==> config.mk <==
export PLATFORM = sky130hd
export DESIGN_NAME = jkc_ctrl_irq
export DESIGN_NICKNAME = d
export VERILOG_FILES = /design/src/rtl/jkc_pkg.sv /design/src/rtl/jkc_jk_bank.sv /design/src/rtl/jkc_cfg.sv /design/src/rtl/jkc_irq.sv /design/src/rtl/jkc_ctrl_irq.sv
export SDC_FILE = /design/constraint.sdc
export NUM_CORES = 1
export LEC_CHECK = 0
export BUFFER_PORTS_ARGS = -buffer_cell sky130_fd_sc_hd__buf_2
export CAP_MARGIN = 20
export CORE_ASPECT_RATIO = 1.1
export CORE_MARGIN = 8
export CORE_UTILIZATION = 37
export DETAILED_ROUTE_END_ITERATION = 16
export GPL_TIMING_DRIVEN = 0
export PLACE_DENSITY = 0.8
export REMOVE_ABC_BUFFERS = 1
export SLEW_MARGIN = 10
export SYNTH_ARGS = -nofsm -noshare
export SYNTH_HDL_FRONTEND = slang
export SYNTH_SLANG_ARGS = --single-unit
export TNS_END_PERCENT = 20
==> constraint.sdc <==
create_clock -name clk -period 1.9 [get_ports clk]
set_clock_uncertainty 0.2 [all_clocks]
set_input_delay 0 -clock clk [delete_from_list [all_inputs] [get_ports clk]]
set_output_delay 0 -clock clk [all_outputs]
set_load 0.1 [all_outputs]
==> src/rtl/jkc_pkg.sv <==
package jkc_pkg;
    // Number of set/clear control functions and interrupt sources
    localparam int NFUNC = 8;
    localparam int NSRC  = 3;
    // Write-word bit positions used by the set/clear decoding
    localparam int FSET_LSB = 0;
    localparam int FCLR_LSB = FSET_LSB + NFUNC;
    localparam int ESET_LSB = 16;
    localparam int ECLR_LSB = 24;
    // Configuration register field widths
    localparam int LVL_W  = 3;
    localparam int VEC_W  = 8;
    localparam int NLVL   = (1 << LVL_W) - 1;
    localparam int CFG_W  = VEC_W + LVL_W + 1;

    // Control functions, most significant field = bit 7
    typedef struct packed {
        logic hs_en;
        logic bc_en;
        logic it_en;
        logic tp_en;
        logic mode1;
        logic mode0;
        logic tst_src;
        logic led;
    } ctl_t;

    // Writable part of the configuration register
    typedef struct packed {
        logic             ien;
        logic [LVL_W-1:0] lvl;
        logic [VEC_W-1:0] vec;
    } cfg_t;
endpackage

==> src/rtl/jkc_jk_bank.sv <==
// Bank of W set/clear flags.
// Does: on wr, each flag is set by its set bit and cleared by its clear bit;
//       clear has priority; flags without either bit hold.
// Assumes: key_rst is a single-cycle pulse synchronous to clk.
module jkc_jk_bank #(
    parameter int W = 8
) (
    input  logic         clk,
    input  logic         rst_n,
    input  logic         key_rst,
    input  logic         wr,
    input  logic [W-1:0] set_bits,
    input  logic [W-1:0] clr_bits,
    output logic [W-1:0] q
);
    for (genvar i = 0; i < W; i++) begin : g_bit
        // One flag: reset and key reset first, then clear-wins update
        always_ff @(posedge clk) begin
            if (!rst_n || key_rst)
                q[i] <= 1'b0;
            else if (wr && clr_bits[i])
                q[i] <= 1'b0;
            else if (wr && set_bits[i])
                q[i] <= 1'b1;
        end

        AST_JK_SET: assert property (@(posedge clk) disable iff (!rst_n)
            (wr && set_bits[i] && !clr_bits[i] && !key_rst) |=> q[i]);
        AST_JK_CLEAR: assert property (@(posedge clk) disable iff (!rst_n)
            (wr && clr_bits[i]) |=> !q[i]);
        AST_JK_HOLD: assert property (@(posedge clk) disable iff (!rst_n)
            (!wr && !key_rst) |=> (q[i] == $past(q[i])));
        AST_JK_KEYRST: assert property (@(posedge clk) disable iff (!rst_n)
            key_rst |=> !q[i]);
    end
endmodule

==> src/rtl/jkc_cfg.sv <==
// Identification and interrupt configuration register.
// Does: holds the writable enable/level/vector field and presents it
//       below the fixed module number and version.
// Assumes: key_rst clears the writable field like a power-up reset.
module jkc_cfg
    import jkc_pkg::*;
#(
    parameter logic [15:0] MOD_ID  = 16'h3803,
    parameter logic [3:0]  VERSION = 4'h1
) (
    input  logic        clk,
    input  logic        rst_n,
    input  logic        key_rst,
    input  logic        wr,
    input  logic [31:0] wr_data,
    output cfg_t        cfg,
    output logic [31:0] rd
);
    // Writable field update
    always_ff @(posedge clk) begin
        if (!rst_n || key_rst)
            cfg <= '0;
        else if (wr)
            cfg <= cfg_t'(wr_data[CFG_W-1:0]);
    end

    // Read word: fixed identity above the writable field
    always_comb begin
        rd = '0;
        rd[31:16]      = MOD_ID;
        rd[15:12]      = VERSION;
        rd[CFG_W-1:0]  = cfg;
    end

    AST_CFG_STORE: assert property (@(posedge clk) disable iff (!rst_n)
        (wr && !key_rst) |=> (rd[CFG_W-1:0] == $past(wr_data[CFG_W-1:0])));
    AST_CFG_KEYRST: assert property (@(posedge clk) disable iff (!rst_n)
        key_rst |=> (rd[CFG_W-1:0] == '0));
endmodule

==> src/rtl/jkc_irq.sv <==
// Interrupter.
// Does: gates each source by its enable, ORs them into a pending flag,
//       drives the request line of the programmed level when allowed, and
//       answers a matching acknowledge with the vector.
// Assumes: sources are levels held until software clears the condition.
module jkc_irq
    import jkc_pkg::*;
(
    input  logic            clk,
    input  logic            rst_n,
    input  logic [NSRC-1:0] src,
    input  logic [NSRC-1:0] src_en,
    input  cfg_t            cfg,
    input  logic            iack,
    input  logic [LVL_W-1:0] iack_lvl,
    output logic            pend,
    output logic            bus_act,
    output logic [NLVL-1:0] irq_lines,
    output logic            iack_hit,
    output logic [VEC_W-1:0] iack_vec
);
    // Internal pending flag and bus permission
    always_comb begin
        pend    = |(src & src_en);
        bus_act = pend && cfg.ien && (cfg.lvl != '0);
    end

    // One request line per nonzero level
    for (genvar k = 0; k < NLVL; k++) begin : g_lvl
        assign irq_lines[k] = bus_act && (cfg.lvl == LVL_W'(k + 1));
    end

    // Acknowledge answer
    always_comb begin
        iack_hit = iack && bus_act && (iack_lvl == cfg.lvl);
        iack_vec = iack_hit ? cfg.vec : '0;
    end

    AST_REQ_ONEHOT: assert property (@(posedge clk) disable iff (!rst_n)
        $onehot0(irq_lines));
    AST_REQ_NEEDS_EN: assert property (@(posedge clk) disable iff (!rst_n)
        (irq_lines != '0) |-> (cfg.ien && pend));
    AST_ACK_ONLY_REQ: assert property (@(posedge clk) disable iff (!rst_n)
        iack_hit |-> (iack && (irq_lines != '0)));
    AST_ACK_QUIET: assert property (@(posedge clk) disable iff (!rst_n)
        !iack_hit |-> (iack_vec == '0));
    AST_ACK_KEEPS_REQ: assert property (@(posedge clk) disable iff (!rst_n)
        (iack_hit && $stable(src) && $stable(src_en) && $stable(cfg)) |-> bus_act);
endmodule

==> src/rtl/jkc_ctrl_irq.sv <==
// Control/status and interrupt configuration block (top).
// Does: decodes set/clear control writes, holds the configuration register,
//       runs the interrupter and assembles the status word.
// Assumes: strobes come from an external bus decoder, one cycle each.
module jkc_ctrl_irq
    import jkc_pkg::*;
#(
    parameter logic [15:0] MOD_ID  = 16'h3803,
    parameter logic [3:0]  VERSION = 4'h1
) (
    input  logic        clk,
    input  logic        rst_n,
    input  logic        key_rst,
    input  logic        ctl_wr,
    input  logic        cfg_wr,
    input  logic [31:0] wr_data,
    input  logic        ovf_any,
    input  logic        shadow_evt,
    input  logic        count_en,
    input  logic        refp_en,
    input  logic        iack,
    input  logic [2:0]  iack_lvl,
    output logic [31:0] stat_rd,
    output logic [31:0] cfg_rd,
    output logic        led_on,
    output logic [1:0]  in_mode,
    output logic        tp25_en,
    output logic        in_test_en,
    output logic        bcast_en,
    output logic        bcast_hs_en,
    output logic [6:0]  irq_lines,
    output logic        iack_hit,
    output logic [7:0]  iack_vec
);
    ctl_t            ctl;
    logic [NFUNC-1:0] ctl_q;
    logic [NSRC-1:0] src_en;
    logic [NSRC-1:0] src;
    cfg_t            cfg;
    logic            pend;
    logic            bus_act;

    jkc_jk_bank #(.W(NFUNC)) u_func (
        .clk      (clk),
        .rst_n    (rst_n),
        .key_rst  (key_rst),
        .wr       (ctl_wr),
        .set_bits (wr_data[FSET_LSB +: NFUNC]),
        .clr_bits (wr_data[FCLR_LSB +: NFUNC]),
        .q        (ctl_q)
    );

    jkc_jk_bank #(.W(NSRC)) u_ien (
        .clk      (clk),
        .rst_n    (rst_n),
        .key_rst  (key_rst),
        .wr       (ctl_wr),
        .set_bits (wr_data[ESET_LSB +: NSRC]),
        .clr_bits (wr_data[ECLR_LSB +: NSRC]),
        .q        (src_en)
    );

    jkc_cfg #(.MOD_ID(MOD_ID), .VERSION(VERSION)) u_cfg (
        .clk     (clk),
        .rst_n   (rst_n),
        .key_rst (key_rst),
        .wr      (cfg_wr),
        .wr_data (wr_data),
        .cfg     (cfg),
        .rd      (cfg_rd)
    );

    // Source vector: overflow, shadow capture, software test bit
    always_comb begin
        ctl = ctl_t'(ctl_q);
        src = {ctl.tst_src, shadow_evt, ovf_any};
    end

    jkc_irq u_irq (
        .clk       (clk),
        .rst_n     (rst_n),
        .src       (src),
        .src_en    (src_en),
        .cfg       (cfg),
        .iack      (iack),
        .iack_lvl  (iack_lvl),
        .pend      (pend),
        .bus_act   (bus_act),
        .irq_lines (irq_lines),
        .iack_hit  (iack_hit),
        .iack_vec  (iack_vec)
    );

    // Control outputs to neighbouring blocks
    always_comb begin
        led_on      = ctl.led;
        in_mode     = {ctl.mode1, ctl.mode0};
        tp25_en     = ctl.tp_en;
        in_test_en  = ctl.it_en;
        bcast_en    = ctl.bc_en;
        bcast_hs_en = ctl.hs_en;
    end

    // Status word assembly
    always_comb begin
        stat_rd        = '0;
        stat_rd[7:0]   = ctl_q;
        stat_rd[13]    = refp_en;
        stat_rd[14]    = ovf_any;
        stat_rd[15]    = count_en;
        stat_rd[22:20] = src_en;
        stat_rd[26]    = pend;
        stat_rd[27]    = bus_act;
        stat_rd[30:28] = src;
    end

    AST_FLAG_VISIBLE: assert property (@(posedge clk) disable iff (!rst_n)
        ((ovf_any && src_en[0]) || (shadow_evt && src_en[1])) |-> stat_rd[26]);
    AST_BUS_BIT: assert property (@(posedge clk) disable iff (!rst_n)
        stat_rd[27] == (irq_lines != '0));
endmodule

Yosys cells after proc, flatten, opt, wreduce, memory -nomap -nowiden
Cells that the tools add are included.

Equality and inequality tests: 8. Mux-type cells: 1. Reduce and logical (&&, ||, !) cells: 48. Bitwise logic cells: 1.

Operators by type and width (number): $logic_and 1x1->1 (33); $reduce_or 2->1 (11); $eq 3x3->1 const B (4); $mux 8 (1); $eq 3x2->1 const B (2); $and 3x3->3 (1); $eq 3x1->1 const B (1); $eq 3x3->1 (1); $reduce_bool 3->1 (1); $reduce_or 3->1 (1); $logic_not 1->1 (1); $logic_or 1x1->1 (1).

Input bits: 45. Flip-flop bits (word level): 23.

Longest topological paths before layout
Depth after elaboration: 7. Gate-level depth with buffers: 7.

Modules after synthesis
A second synthesis with hierarchy kept.

Cells, all modules: 182. Area, all modules: 1674.1 um^2.

Modules (own cells, without submodules): jkc_cfg (instances 1, seq. area each 240.2 um^2, cells each 73, area an instance 675.6 um^2); jkc_jk_bank at u_func (instances 1, seq. area each 160.2 um^2, cells each 28, area an instance 364.1 um^2); jkc_irq (instances 1, seq. area each 0.0 um^2, cells each 42, area an instance 316.6 um^2); jkc_ctrl_irq (instances 1, seq. area each 0.0 um^2, cells each 29, area an instance 214.0 um^2); jkc_jk_bank at u_ien (instances 1, seq. area each 60.1 um^2, cells each 10, area an instance 103.8 um^2).

Worst setup path before layout
No wires, ideal clock.

Path kind: reg-to-output. Start: register u_cfg.cfg[8] (netlist name). End: output irq_lines[0]. Required time: 1.700 ns. Data arrival time: 4.778 ns. Cell stages (with the launch flop): 6. Slack: -3.078 ns. Path buffers: 2. Cell sequence: dfxtp_1 -> buf_4 -> o31ai_2 -> or2_1 -> buf_6 -> nor4b_1.

Word-level cells in the longest chain between the ends: 3. Elaborated cells on any way between the ends: 4.

Ends and longest elaborated chain: $reduce_bool 3->1 (line jkc_irq.sv:25) `bus_act = pend && cfg.ien && (cfg.lvl != '0);`; $logic_and 1x1->1 (line jkc_irq.sv:25); $logic_and 1x1->1 (*) (line jkc_irq.sv:30) `assign irq_lines[k] = bus_act && (cfg.lvl == LVL_W'(k + 1));`; to (decl) (line jkc_ctrl_irq.sv:31) `output logic [6:0] irq_lines,`.

Mark *: on every way between the ends. The rest lies on a longest branch, timed or not.

Worst setup path after layout
Start: register u_ien.q[1]. End: output irq_lines[1].

Word-level cells in the longest chain between the ends: 5.

Ends and longest elaborated chain: from (decl) (line jkc_jk_bank.sv:14) `output logic [W-1:0] q`; from (signal, indexed assignment) (line jkc_jk_bank.sv:20) `q[i] <= 1'b0;`; from (signal, indexed assignment) (line jkc_jk_bank.sv:22) `q[i] <= 1'b0;`; from (signal, indexed assignment) (line jkc_jk_bank.sv:24) `q[i] <= 1'b1;`; $and 3x3->3 (line jkc_irq.sv:24) `pend = |(src & src_en);`; $reduce_or 3->1 (line jkc_irq.sv:24); $logic_and 1x1->1 (2 in series) (line jkc_irq.sv:25); $logic_and 1x1->1 (line jkc_irq.sv:30).

Every way passes these cells.

==> flow_summary.toml <==
[cells_and_area]
utilization_pct = 61.99
seqCellArea_um2 = 475.5
layout.cells.non_filler = 325
area_growth_pct = 60.23
drive_above_1_share_pct = 43.27
antenna_cells = 0
multi_input_area_um2 = 738.2
num-fill-cells = 311
final_net_count = 321

[logic_synthesis]
yosys_warnings = 0
synth-edff-count = 0
syn_area_per_cell_um2 = 8.585
seq_area_frac_synth_pct = 32.31
async_reset_ff_share_pct = 0
synth_flop_cell = "dfxtp_1"
syn_area_um2 = 1425
syn_inst = 166
synth.distinct_cells = 24
ys_ff_latch = 23

[pwr]
pwr-share-seq_pct = 34.0
powerDensity_nw_per_um2 = 658.3
internal_power_mw = 0.7647
switching_share_pct = 49.13
p_clk_share_pct = 20.4
leakagePower_nw = 1.143
combPwrFrac_pct = 45.6
max-vdd-ir-drop_uv = 310.1
p_sw_mw = 0.7386

[clock_network]
cts_max_level = 1
cts_buffers = 3
clock_latency_ns = 0.26
clk_pin_slew_ns = 0.08
cts_max_path_buffers = 2
cts.sinks = 23
cts_tree = "done"
root_buffer = "clkbuf_8"

[floorplan]
row_count = 23
core-area_um2 = 3684
initial_core_util_pct = 38.69
die_w_um = 75.18
top_level_ports = 132
die_h_um = 81.09
die_area_um2 = 6096

[routing]
wirelength_um = 5039
ant_nets = 0
drtIter0Drc = 38
drt_first_pass_iters = 4
vias_per_cell = 4.369
wl_per_cell_um = 15.50
vias = 1420
drc_errors = 0

[critical_path]
cp_slowest_stage_delay_ns = 0.35
slowest_stage = "dfxtp_2"
critPathKind = "reg -> out"
crit_path_max_fanout = 8
cp_data_required_time_ns = 1.70
end_kind = "output port"
worstSetupStartpointType = "flip-flop"
arrival_ns = 1.75
crit_chain = "a222oi_1, buf_4, or2_4, nor4b_4, buf_6"

[grt]
first_global_vias = 1429
grt_use_total_pct = 15.00
gr-usage-met1_pct = 15.77
grt_max_degree = 24
gr-usage-met3_pct = 4.557
grt_pass1_wl_um = 7113
overflow = 0
gr-max-usage-layer = "met2"
antenna_found_initial = 0
use_met2_pct = 28.11

[run_status]
status = "finished with violations"
violations = "negative setup slack"

[sta]
slew_viol_final = 0
worst_slew_pin_slew_ns = 0.9881
fin_crit_sh_pct = 102.6
rsz0062_at_grt = "yes"
tns_ns = -0.05513
max_freq_ghz = 0.5131
final-hold-violation-count = 0
relSlewSlack_pct = 33.91
fin_hold_ws_ns = 0.02335
setup_viol = 4
min_period_ns = 1.949
setup_slack_ns = -0.04898

[worst_hold_path]
hp-class = "in -> reg"

[placement]
place.gp.congestion = 0.6696
hpwl_um = 3006
portBuffers = 84
placedCellCount = 273

[job]
max_cap_violations = 0
## cells in the mapped netlist, types with 2 or more instances
| cell type | number | area (um^2) |
|---|---|---|
| inv_1 | 9 | 33.78 |
| nor2_1 | 15 | 56.30 |
| buf_1 | 2 | 7.510 |
| clkbuf_1 | 2 | 7.510 |
| buf_6 | 3 | 33.78 |
| buf_4 | 50 | 375.4 |
| a21oi_1 | 11 | 55.05 |
| conb_1 | 2 | 7.510 |
| xnor2_1 | 3 | 26.28 |
| nand2_1 | 2 | 7.510 |
| dfxtp_1 | 23 | 460.4 |
| mux2i_1 | 12 | 120.1 |
| a211oi_1 | 11 | 82.58 |
| nor3_1 | 9 | 45.04 |
| nor4b_1 | 3 | 26.28 |
## metrics by stage
step	cell area, um^2	power [mW]	setup slack [ns]
6_report	2283	1.503	-0.04898
5_1_grt	2283	1.570	-0.1318
4_1_cts	2145	1.491	-0.07553
3_5_place_dp	1595	1.111	-0.2948
3_3_place_gp	1595	1.108	-0.2612
2_1_floorplan	1112	1.001	-3.901
## placed cells by master (no fill, tap or decap), drive strengths merged, types with 4 or more instances in the layout
master       Yosys  routed
buf             56      97
dlygate4sd3      0      32
nor3             9       9
nor2            15      15
nor4b            4       4
mux2i           12      12
a21oi           11      11
inv              9       9
dfxtp           23      23
clkbuf           2       5
a211oi          11      11
conb             2      33
## registers in the layout, summed over array words and instances, names as in the netlist
signal and flops:
u_func.q 8, u_ien.q 3, u_cfg.cfg 12
## critical path, delay by kind of cell (launching register included)
kind,cells,cell delay (ns)
compound gates,1,0.09
simple gates,2,0.63
flops,1,0.35
buf+inv,2,0.42
## timing repair
item,CTS,global route
setup endpoints to repair,17,17
cloned,2,0
hold buffers,32,0
buffers inserted,2,13
pin swaps,3,2
gates resized for setup,43,9
endpoints found under the hold margin,25,0
## cell families after synthesis
group	Yosys count	share of synthesized area (%)
simple gates	35	13.17
buf+inv	67	32.48
flops	23	32.31
other cells	2	0.5270
xor+xnor	3	1.844
compound gates	24	11.24
mux	12	8.429
## power groups by stage
| stage | clock network (mW) | logic [mW] | registers (mW) |
|---|---|---|---|
| after floorplan | 0 | 0.335 | 0.666 |
| after global placement | 0 | 0.584 | 0.523 |
| after detailed placement | 0 | 0.587 | 0.524 |
| after CTS | 0.316 | 0.662 | 0.513 |
| after global routing | 0.350 | 0.707 | 0.514 |
| final | 0.306 | 0.686 | 0.511 |
## final cells by class
class,count,area share (%)
multi-input cells,109,32.33
repair buffers,130,40.66
clock buffers,4,1.973
flip-flops and latches,23,20.82
well taps,50,2.740
inverters,9,1.479
## path summary, 6_finish.rpt
kind | start | end | slack (ns) | cells after the start
setup / recovery | u_ien.q[1] | irq_lines[1] | -0.05 | 5
setup reg to reg | u_ien.q[2] | u_ien.q[2] | 0.37 | 4
hold / removal | cfg_wr | u_cfg.cfg[8] | 0.02 | 3
hold reg to reg | u_cfg.cfg[1] | u_cfg.cfg[1] | 0.32 | 2
## routing by layer
layer	vias up	wire length, um
li1	699	-
met1	651	1875
met2	68	2630
met3	2	514
met4	0	19
met5	-	0
Note: power is estimated with default switching activity, not from simulation.
